File: config.mk
export PLATFORM = sky130hd
export DESIGN_NAME = keyseq_obf_top
export DESIGN_NICKNAME = d
export VERILOG_FILES = /design/src/rtl/obf_pkg.sv /design/src/rtl/obf_mode_fsm.sv /design/src/rtl/obf_host_dp.sv /design/src/rtl/keyseq_obf_top.sv
export SDC_FILE = /design/constraint.sdc
export NUM_CORES = 1
export LEC_CHECK = 0
export BUFFER_PORTS_ARGS = -buffer_cell sky130_fd_sc_hd__buf_4
export CAP_MARGIN = 25
export CORE_ASPECT_RATIO = 1.75
export CORE_MARGIN = 8
export CORE_UTILIZATION = 30
export CTS_CLUSTER_DIAMETER = 100
export CTS_CLUSTER_SIZE = 8
export DETAILED_ROUTE_END_ITERATION = 8
export PLACE_DENSITY = 0.48
export SKIP_CTS_REPAIR_TIMING = 1
export SYNTH_ARGS = -nofsm -noshare
export SYNTH_HDL_FRONTEND = slang
export SYNTH_SLANG_ARGS = --single-unit
File: constraint.sdc
create_clock -name clk -period 4 [get_ports clk]
set_input_delay 0.2 -clock clk [delete_from_list [all_inputs] [get_ports clk]]
set_output_delay 0.2 -clock clk [all_outputs]
set_load 0.03 [all_outputs]
File: src/rtl/obf_pkg.sv
package obf_pkg;

  // Corruption pattern for a locked state index; bit 0 forced so it is never zero.
  function automatic logic [31:0] locked_mask(input int unsigned st);
    return (st * 32'd29) | 32'd1;
  endfunction

  // Rotate a byte-or-wider word left by one place (width given as argument).
  function automatic logic [31:0] rotl1(input logic [31:0] v, input int unsigned w);
    logic [31:0] m;
    m = (w >= 32) ? 32'hFFFF_FFFF : ((32'd1 << w) - 32'd1);
    return (((v << 1) | (v >> (w - 1))) & m);
  endfunction

endpackage

File: src/rtl/obf_mode_fsm.sv
module obf_mode_fsm #(
  parameter int W          = 8,
  parameter int KEY_WORDS  = 4,
  parameter logic [W*KEY_WORDS-1:0] UNLOCK_KEY = 32'hA53C_E17F,
  parameter int ISO_STATES = 4,
  localparam int NSTATES   = KEY_WORDS + 1 + ISO_STATES,
  localparam int SW        = $clog2(NSTATES)
) (
  input  logic          clk,
  input  logic          rst,
  input  logic          in_valid,
  input  logic [W-1:0]  in_word,
  output logic [SW-1:0] state_o,
  output logic          unlocked_o,
  output logic          in_iso_o,
  output logic          step_ok_o,
  output logic          step_bad_o,
  output logic [W-1:0]  mask_o
);
  import obf_pkg::*;

  localparam logic [SW-1:0] ST_NORMAL = SW'(KEY_WORDS);
  localparam logic [SW-1:0] ST_ISO0   = SW'(KEY_WORDS + 1);
  localparam logic [SW-1:0] ST_ISOL   = SW'(NSTATES - 1);

  logic [SW-1:0] st_q, st_d;
  logic          in_init;
  logic [W-1:0]  want_word;

  assign in_init  = (st_q < ST_NORMAL);
  assign in_iso_o = (st_q >= ST_ISO0);

  // Expected word for the current start state, first word in the top bits.
  always_comb begin
    want_word = '0;
    for (int i = 0; i < KEY_WORDS; i++) begin
      if (st_q == SW'(i)) want_word = UNLOCK_KEY[(KEY_WORDS-1-i)*W +: W];
    end
  end

  assign step_ok_o  = in_init && in_valid && (in_word == want_word);
  assign step_bad_o = in_init && in_valid && (in_word != want_word);

  always_comb begin
    st_d = st_q;
    if (step_ok_o)       st_d = st_q + SW'(1);
    else if (step_bad_o) st_d = ST_ISO0;
    else if (in_iso_o)   st_d = (st_q == ST_ISOL) ? ST_ISO0 : st_q + SW'(1);
  end

  always_ff @(posedge clk) begin
    if (rst) st_q <= '0;
    else     st_q <= st_d;
  end

  assign state_o    = st_q;
  assign unlocked_o = (st_q == ST_NORMAL);
  assign mask_o     = unlocked_o ? '0 : W'(locked_mask(32'(st_q)));

endmodule

File: src/rtl/obf_host_dp.sv
module obf_host_dp #(
  parameter int W = 8
) (
  input  logic         clk,
  input  logic         rst,
  input  logic         in_valid,
  input  logic [W-1:0] in_a,
  input  logic [W-1:0] in_b,
  input  logic [W-1:0] mask,
  output logic         out_valid,
  output logic [W-1:0] out_data
);
  import obf_pkg::*;

  logic [W-1:0] n_sum, n_sum_x, n_rot, y;

  assign n_sum   = in_a + in_b;
  assign n_sum_x = n_sum ^ mask;          // selected node carrying the corruption
  assign n_rot   = W'(rotl1(32'(in_a), W));
  assign y       = n_sum_x ^ n_rot;

  always_ff @(posedge clk) begin
    if (rst) begin
      out_valid <= 1'b0;
      out_data  <= '0;
    end else begin
      out_valid <= in_valid;
      if (in_valid) out_data <= y;
    end
  end

endmodule

File: src/rtl/keyseq_obf_top.sv
module keyseq_obf_top #(
  parameter int W          = 8,
  parameter int KEY_WORDS  = 4,
  parameter logic [W*KEY_WORDS-1:0] UNLOCK_KEY = 32'hA53C_E17F,
  parameter int ISO_STATES = 4
) (
  input  logic         clk,
  input  logic         rst,
  input  logic         in_valid,
  input  logic [W-1:0] in_a,
  input  logic [W-1:0] in_b,
  output logic         out_valid,
  output logic [W-1:0] out_data,
  output logic         unlocked
);
  localparam int STATE_W = $clog2(KEY_WORDS + 1 + ISO_STATES);

  logic [STATE_W-1:0] fsm_state;
  logic               in_iso, step_ok, step_bad;
  logic [W-1:0]       obf_mask;

  obf_mode_fsm #(
    .W(W), .KEY_WORDS(KEY_WORDS), .UNLOCK_KEY(UNLOCK_KEY), .ISO_STATES(ISO_STATES)
  ) u_fsm (
    .clk(clk), .rst(rst), .in_valid(in_valid), .in_word(in_a),
    .state_o(fsm_state), .unlocked_o(unlocked), .in_iso_o(in_iso),
    .step_ok_o(step_ok), .step_bad_o(step_bad), .mask_o(obf_mask)
  );

  obf_host_dp #(.W(W)) u_host (
    .clk(clk), .rst(rst), .in_valid(in_valid), .in_a(in_a), .in_b(in_b),
    .mask(obf_mask), .out_valid(out_valid), .out_data(out_data)
  );

endmodule

==> out/metrics.csv, run 1 <==
stage,metric,value,unit
route,drtPass1Iterations,4,
synth,synth_flop_cell,dfxtp_1,
synth,synth_cell_types,42,
route,route.final.wire_length,3970,um
critical_path,crit_chain,ha_1 > fa_1 > fa_1 > nand3_1 > nand3_1 > a21o_1 > xnor2_1 > and3_1 > nor4_1,
synth,yosysMostFrequentCell,ha_1,
clock_tree,clock_sinks,13,
clock_tree,cts_tree,built,
global_route,grt_usage,10.2,%
critical_path,crit_fanout,8,
sta,setup_violations,0,
synth,syn-num-nets,222,
run,cap_violations,0,
floorplanning,num_rows,34,
critical_path,worstRegToRegCells,9,
power,p_seq_share,25.8,%
cells_and_area,layout.nets,251,
synth,ys_ff_latch,13,
cells_and_area,final_util,37.1,%
synth,async_reset_ff_share,0,%
route,drc,0,
sta,tightest_slew,0.532,ns
floorplanning,io_pins,29,
cells_and_area,area_growth_syn_to_layout,19.1,%
power,leakage,0.852,nW
sta,drv_slew,0,
synth,synth_top_area_share,20.2,%
cells_and_area,insertedDiodeCount,0,
floorplanning,dieArea,7820,sq um
clock_tree,cts-htree-levels,1,
power,switching_share,41.2,%
critical_path,cp-end-kind,flip-flop,
synth,synth_common_cells,"25 x ha_1, 20 x xnor2_1, 14 x nor2_1, 13 x dfxtp_1, 13 x nand2_1",
sta,slew_headroom,64.5,%
route,drtAntennaViolNets,0,
sta,period_share,70.4,%
synth,synth-edff-count,0,
power,pwr-share-comb,54.8,%
placed_design,dp.final_hpwl,3340,um
floorplanning,dieWidth,70.4,um
clock_tree,clkLatencyLatePin,0.25,ns
power,powerDensity,351,nW/um^2
clock_tree,path_clk_slew,0.07,ns
floorplanning,initial_core_util,31.2,%
clock_tree,clockBufferDepth,2,
synth,synthTopCellsByArea,"ha_1 20%, dfxtp_1 17%, xnor2_1 11%",
sta,skew,0.00746,ns
clock_tree,root_buffer,clkbuf_8,
power,clkPwrFrac,19.4,%
critical_path,cp_num_buf_inv,0,
critical_path,arrival,2.97,ns
critical_path,crit_type,flip-flop to flip-flop,
global_route,grt_remaining_overflow,0,
critical_path,critPathTopFamily,adder cells,
critical_path,crit_start,u_fsm.state_o[1]$_SDFFE_PP0P_,
floorplanning,die_h,111,um
synth,synth_warnings,0,
route,avgViaCountPerCell,5.16,
global_route,grt_pass1_wl,6540,um
power,intPower,0.381,mW
sta,min_period,2.82,ns
power,p_sw,0.267,mW
sta,rsz0062_at_grt,no,
status,status,"finished, final reports clean",
synth,postSynthCellCount,173,
critical_path,cp_data_required_time,4.15,ns
global_route,antenna_found_initial,0,
synth,syn_area,1550,sq um
clock_tree,cts_inserted_buffers,3,
sta,hold_violations,0,
placed_design,routabilityCongestion,0.795,
route,num_vias,1317,
cells_and_area,drive_above_1_share,16.9,%
placed_design,port_buffers,28,
route,drtIter0Drc,37,
sta,fmax,355,MHz
critical_path,max_stage_delay,0.53,ns
floorplanning,coreArea,4980,sq um
min_path,hp-class,input port to flip-flop,
global_route,grt_max_degree,18,
critical_path,reg2reg_from,u_fsm.state_o[1]$_SDFFE_PP0P_,
synth,seq_area_frac_synth,16.8,%
critical_path,crit-reg2reg-capture,u_host.out_data[7]$_SDFFE_PP0P_,
critical_path,cp.depth,9,
critical_path,cp_slowest_cell,dfxtp_1,
sta,final.setup.tns,0,ns
critical_path,worst_setup_path_start_kind,flip-flop,
synth,yosys.area.top_type,ha_1,
global_route,first_global_vias,1360,
power,max-vdd-ir-drop,200,uV
critical_path,reg2reg_slack,1.18,ns
synth,syn_avg_cell_area,8.97,sq um
critical_path,crit_end,u_host.out_data[7]$_SDFFE_PP0P_,
route,wl_per_cell,15.6,um
==> cells by family (layout without fill, tap and decap cells) <==
kind of cell    after synthesis  after routing  synth area share (%)
mux                           4              4                  2.58
xor+xnor                     28             28                  15.8
simple gates                 50             50                  17.1
flops                        13             13                  16.8
fa+ha+maj                    30             30                  26.6
compound gates               38             38                  18.0
buf+inv                      10             38                  3.14
==> sequential cells by signal (all words and copies together), names as in the netlist <==
signal and count:
u_fsm.state_o 4, u_host.out_valid 1, u_host.out_data 8
==> layout by cell type (no fill, tap or decap), types with 3 or more instances in the layout <==
cell type / count
nand2_1: 13
nor2b_1: 5
mux2i_1: 4
inv_1: 6
a21o_1: 5
clkbuf_8: 3
dfxtp_1: 13
ha_1: 25
xnor2_1: 20
nor2_1: 14
and3_1: 3
buf_4: 28
nor3b_1: 4
nand3_1: 3
fa_1: 5
a211oi_1: 3
a21oi_1: 12
xor2_1: 8
==> metal layers <==
layer  global-route usage (%)  up-vias  routed length, um
li1                         -      671                  -
met1                     10.6      617               1570
met2                     19.3       25               2220
met3                     1.61        4                124
met4                     3.64        0                 61
met5                        0        -                  0
==> power groups by stage <==
stage               clock, mW  combinational, mW  sequential [mW]
floorplan                   0              0.235            0.198
global placement            0              0.361            0.171
detailed placement          0              0.359            0.171
CTS                     0.130              0.361            0.168
global route            0.134              0.399            0.171
finish                  0.126              0.355            0.167
==> cell type report <==
type | count | area (sq um)
inverters | 6 | 22.5
flip-flops and latches | 13 | 260
multi-input cells | 150 | 1240
fillers | 523 | 3130
clock buffers | 4 | 45.0
well taps | 54 | 67.6
repair buffers | 28 | 210
==> through the flow <==
stage	cell area, sq um	setup slack, ns	hold WS (ns)	std cells	power (mW)
2_1_floorplan	1550	1.40	0.283	173	0.433
3_3_place_gp	1800	1.25	0.481	251	0.532
3_5_place_dp	1800	1.22	0.473	251	0.530
4_1_cts	1850	1.18	0.247	255	0.660
5_1_grt	1850	0.909	0.267	255	0.704
6_report	1850	1.18	0.241	255	0.649
==> worst min-delay path by stage <==
stage                                    start  depth (start not counted)  slack [ns]                              end
3_5_place_dp   u_host.out_data[7]$_SDFFE_PP0P_                          2        0.47  u_host.out_data[7]$_SDFFE_PP0P_
3_3_place_gp   u_host.out_data[2]$_SDFFE_PP0P_                          2        0.48  u_host.out_data[2]$_SDFFE_PP0P_
5_1_grt                                    rst                          2        0.27  u_host.out_data[3]$_SDFFE_PP0P_
2_1_floorplan                              rst                          1        0.28      u_host.out_valid$_SDFF_PP0_
4_1_cts                                    rst                          2        0.25  u_host.out_data[2]$_SDFFE_PP0P_
6_report                                   rst                          2        0.24  u_host.out_data[2]$_SDFFE_PP0P_
Note: power is estimated with default switching activity, not from simulation.
==> run 2: changes to the inputs <==
- PLACE_DENSITY: 0.48 -> 0.5
- clock period: 4 -> 2.4 ns (I/O delays scaled with it)
==> out/metrics.csv, run 2 (synthesis gave the netlist of run 1 again) <==
stage,metric,value,unit,change
status,status,"finished, violations left",,
status,violations,negative setup slack,,
floorplanning,io_pins,29,,unchanged
sta,drv_slew,0,,unchanged
clock_tree,clkLatencyLatePin,0.25,ns,about the same
global_route,grt_usage,11.2,%,+1.0 points
cells_and_area,layout.nets,262,,+4.4%
floorplanning,coreArea,4980,sq um,unchanged
global_route,first_global_vias,1445,,+6.3%
critical_path,max_stage_delay,0.60,ns,+0.07 ns
min_path,min_from,rst,,
floorplanning,initial_core_util,31.2,%,unchanged
sta,min_period,2.47,ns,-0.349 ns
critical_path,crit_chain,fa_1 > ha_4 > ha_4 > buf_4 > a21oi_2 > xor2_1 > nand3b_1 > a21oi_2 > a311o_1,,
clock_tree,cts-htree-levels,1,,unchanged
sta,hold_violations,0,,unchanged
min_path,hp-class,input port to flip-flop,,
critical_path,cp_data_required_time,2.53,ns,-1.62 ns
cells_and_area,largest_reg_flops,8,,unchanged
sta,fmax,405,MHz,+14%
critical_path,arrival,2.60,ns,-0.37 ns
placed_design,port_buffers,28,,unchanged
route,wl_per_cell,16.1,um,+3.6%
sta,rsz0062_at_grt,yes,,
placed_design,dp_cells,261,,+4.0%
route,drtAntennaViolNets,0,,unchanged
sta,setup_violations,3,,+3
cells_and_area,area_growth_syn_to_layout,32.3,%,
global_route,use_met2,21.9,%,+2.6 points
critical_path,crit_start,u_fsm.state_o[2]$_SDFFE_PP0P_,,
sta,final.setup.tns,-0.147,ns,-0.147 ns
route,drtIter0Drc,73,,+97%
run,cap_violations,0,,unchanged
sta,slew_headroom,68.6,%,+4.0 points
route,avgViaCountPerCell,5.09,,-1.4%
global_route,grt_remaining_overflow,0,,unchanged
clock_tree,path_clk_slew,0.06,ns,about the same
sta,period_share,103,%,+32 points
critical_path,crit_fanout,3,,-5
sta,worst_slack,-0.0663,ns,-1.25 ns
power,powerDensity,575,nW/um^2,+64%
global_route,antenna_found_initial,0,,unchanged
cells_and_area,nFillCells,503,,-3.8%
critical_path,cp_slowest_cell,fa_1,,
critical_path,crit_type,flip-flop to flip-flop,,
cells_and_area,regMostFlops,u_host.out_data,,
clock_tree,root_buffer,clkbuf_8,,
floorplanning,dieWidth,70.4,um,unchanged
cells_and_area,instances_no_fill,266,,+4.3%
route,num_vias,1354,,+2.8%
cells_and_area,insertedDiodeCount,0,,unchanged
cells_and_area,drive_above_1_share,29.7,%,+13 points
sta,tightest_slew,0.468,ns,-0.0635 ns
critical_path,reg2reg_from,u_fsm.state_o[2]$_SDFFE_PP0P_,,
placed_design,dpl_worst_slack,-0.132,ns,-1.36 ns
critical_path,cp-end-kind,flip-flop,,
critical_path,worst_setup_path_start_kind,flip-flop,,
route,drc,0,,unchanged
clock_tree,cts_inserted_buffers,3,,unchanged
route,drtPass1Iterations,4,,unchanged
power,max-vdd-ir-drop,384,uV,+92%
floorplanning,dieArea,7820,sq um,unchanged
power,power,1.18,mW,+82%
global_route,use_met1,11.1,%,+0.49 points
global_route,grt_max_degree,18,,unchanged
placed_design,dp.final_hpwl,3480,um,+4.3%
cells_and_area,most-common-layout-cells,"39 x buf_4, 19 x ha_1, 18 x xnor2_1",,
cells_and_area,final_common_cell,buf_4,,
floorplanning,num_rows,34,,unchanged
sta,skew,0.00689,ns,-0.000571 ns
power,leakage,0.909,nW,+6.7%
clock_tree,clock_sinks,13,,unchanged
global_route,busiest_layer,met2,,
clock_tree,clockBufferDepth,2,,unchanged
floorplanning,die_h,111,um,unchanged
clock_tree,cts_tree,built,,
route,route.final.wire_length,4290,um,+8.0%
global_route,use_met3,1.97,%,+0.36 points
placed_design,routabilityCongestion,0.772,,-2.9%
global_route,grt_pass1_wl,7060,um,+7.9%
==> run 2: layout make-up <==
| cell class | count | area, sq um | area share, % |
|---|---|---|---|
| multi-input cells | 150 | 1350 | 66.0 |
| repair buffers | 39 | 293 | 14.3 |
| flip-flops and latches | 13 | 270 | 13.2 |
| inverters | 6 | 22.5 | 1.10 |
| well taps | 54 | 67.6 | 3.29 |
| clock buffers | 4 | 45.0 | 2.20 |
==> run 2: final timing paths <==
kind                                     end  slack, ns  cells past startpoint
max          u_host.out_data[6]$_SDFFE_PP0P_      -0.07                      9
min            u_fsm.state_o[0]$_SDFFE_PP0P_       0.18                      2
max reg2reg  u_host.out_data[6]$_SDFFE_PP0P_      -0.07                      9
min reg2reg  u_host.out_data[2]$_SDFFE_PP0P_       0.49                      2
==> run 2: power by group <==
part | internal (mW) | total (mW) | leakage (nW) | switching, mW
clock network | 0.117 | 0.205 | 0.0228 | 0.0877
logic | 0.337 | 0.699 | 0.776 | 0.362
registers | 0.251 | 0.276 | 0.110 | 0.0251
total | 0.705 | 1.18 | 0.909 | 0.475
==> run 2: layer usage <==
layer  share of wire, %  wire length [um]
met3                3.0               129
met1                 39              1660
met2                 57              2450
met5                  0                 0
met4                1.1                48
==> run 2: per-stage QoR <==
step | util [%] | cell area [sq um] | hold WS (ns)
after floorplan | - | 1590 | 0.203
after global placement | 38.5 | 1920 | 0.448
after detailed placement | 38.5 | 1920 | 0.457
after CTS | 39.4 | 1960 | 0.186
after global routing | 41.2 | 2050 | 0.209
final | 41.2 | 2050 | 0.175
==> run 2: critical path: cells and delay by family (launching register included) <==
kind | cells | cell delay (ns)
AOI/OAI and AO/OA | 3 | 0.45
buffers and inverters | 1 | 0.14
xor gates and xnor gates | 1 | 0.19
adders and majority gates | 3 | 1.04
and+or+nand+nor | 1 | 0.17
DFF | 1 | 0.36
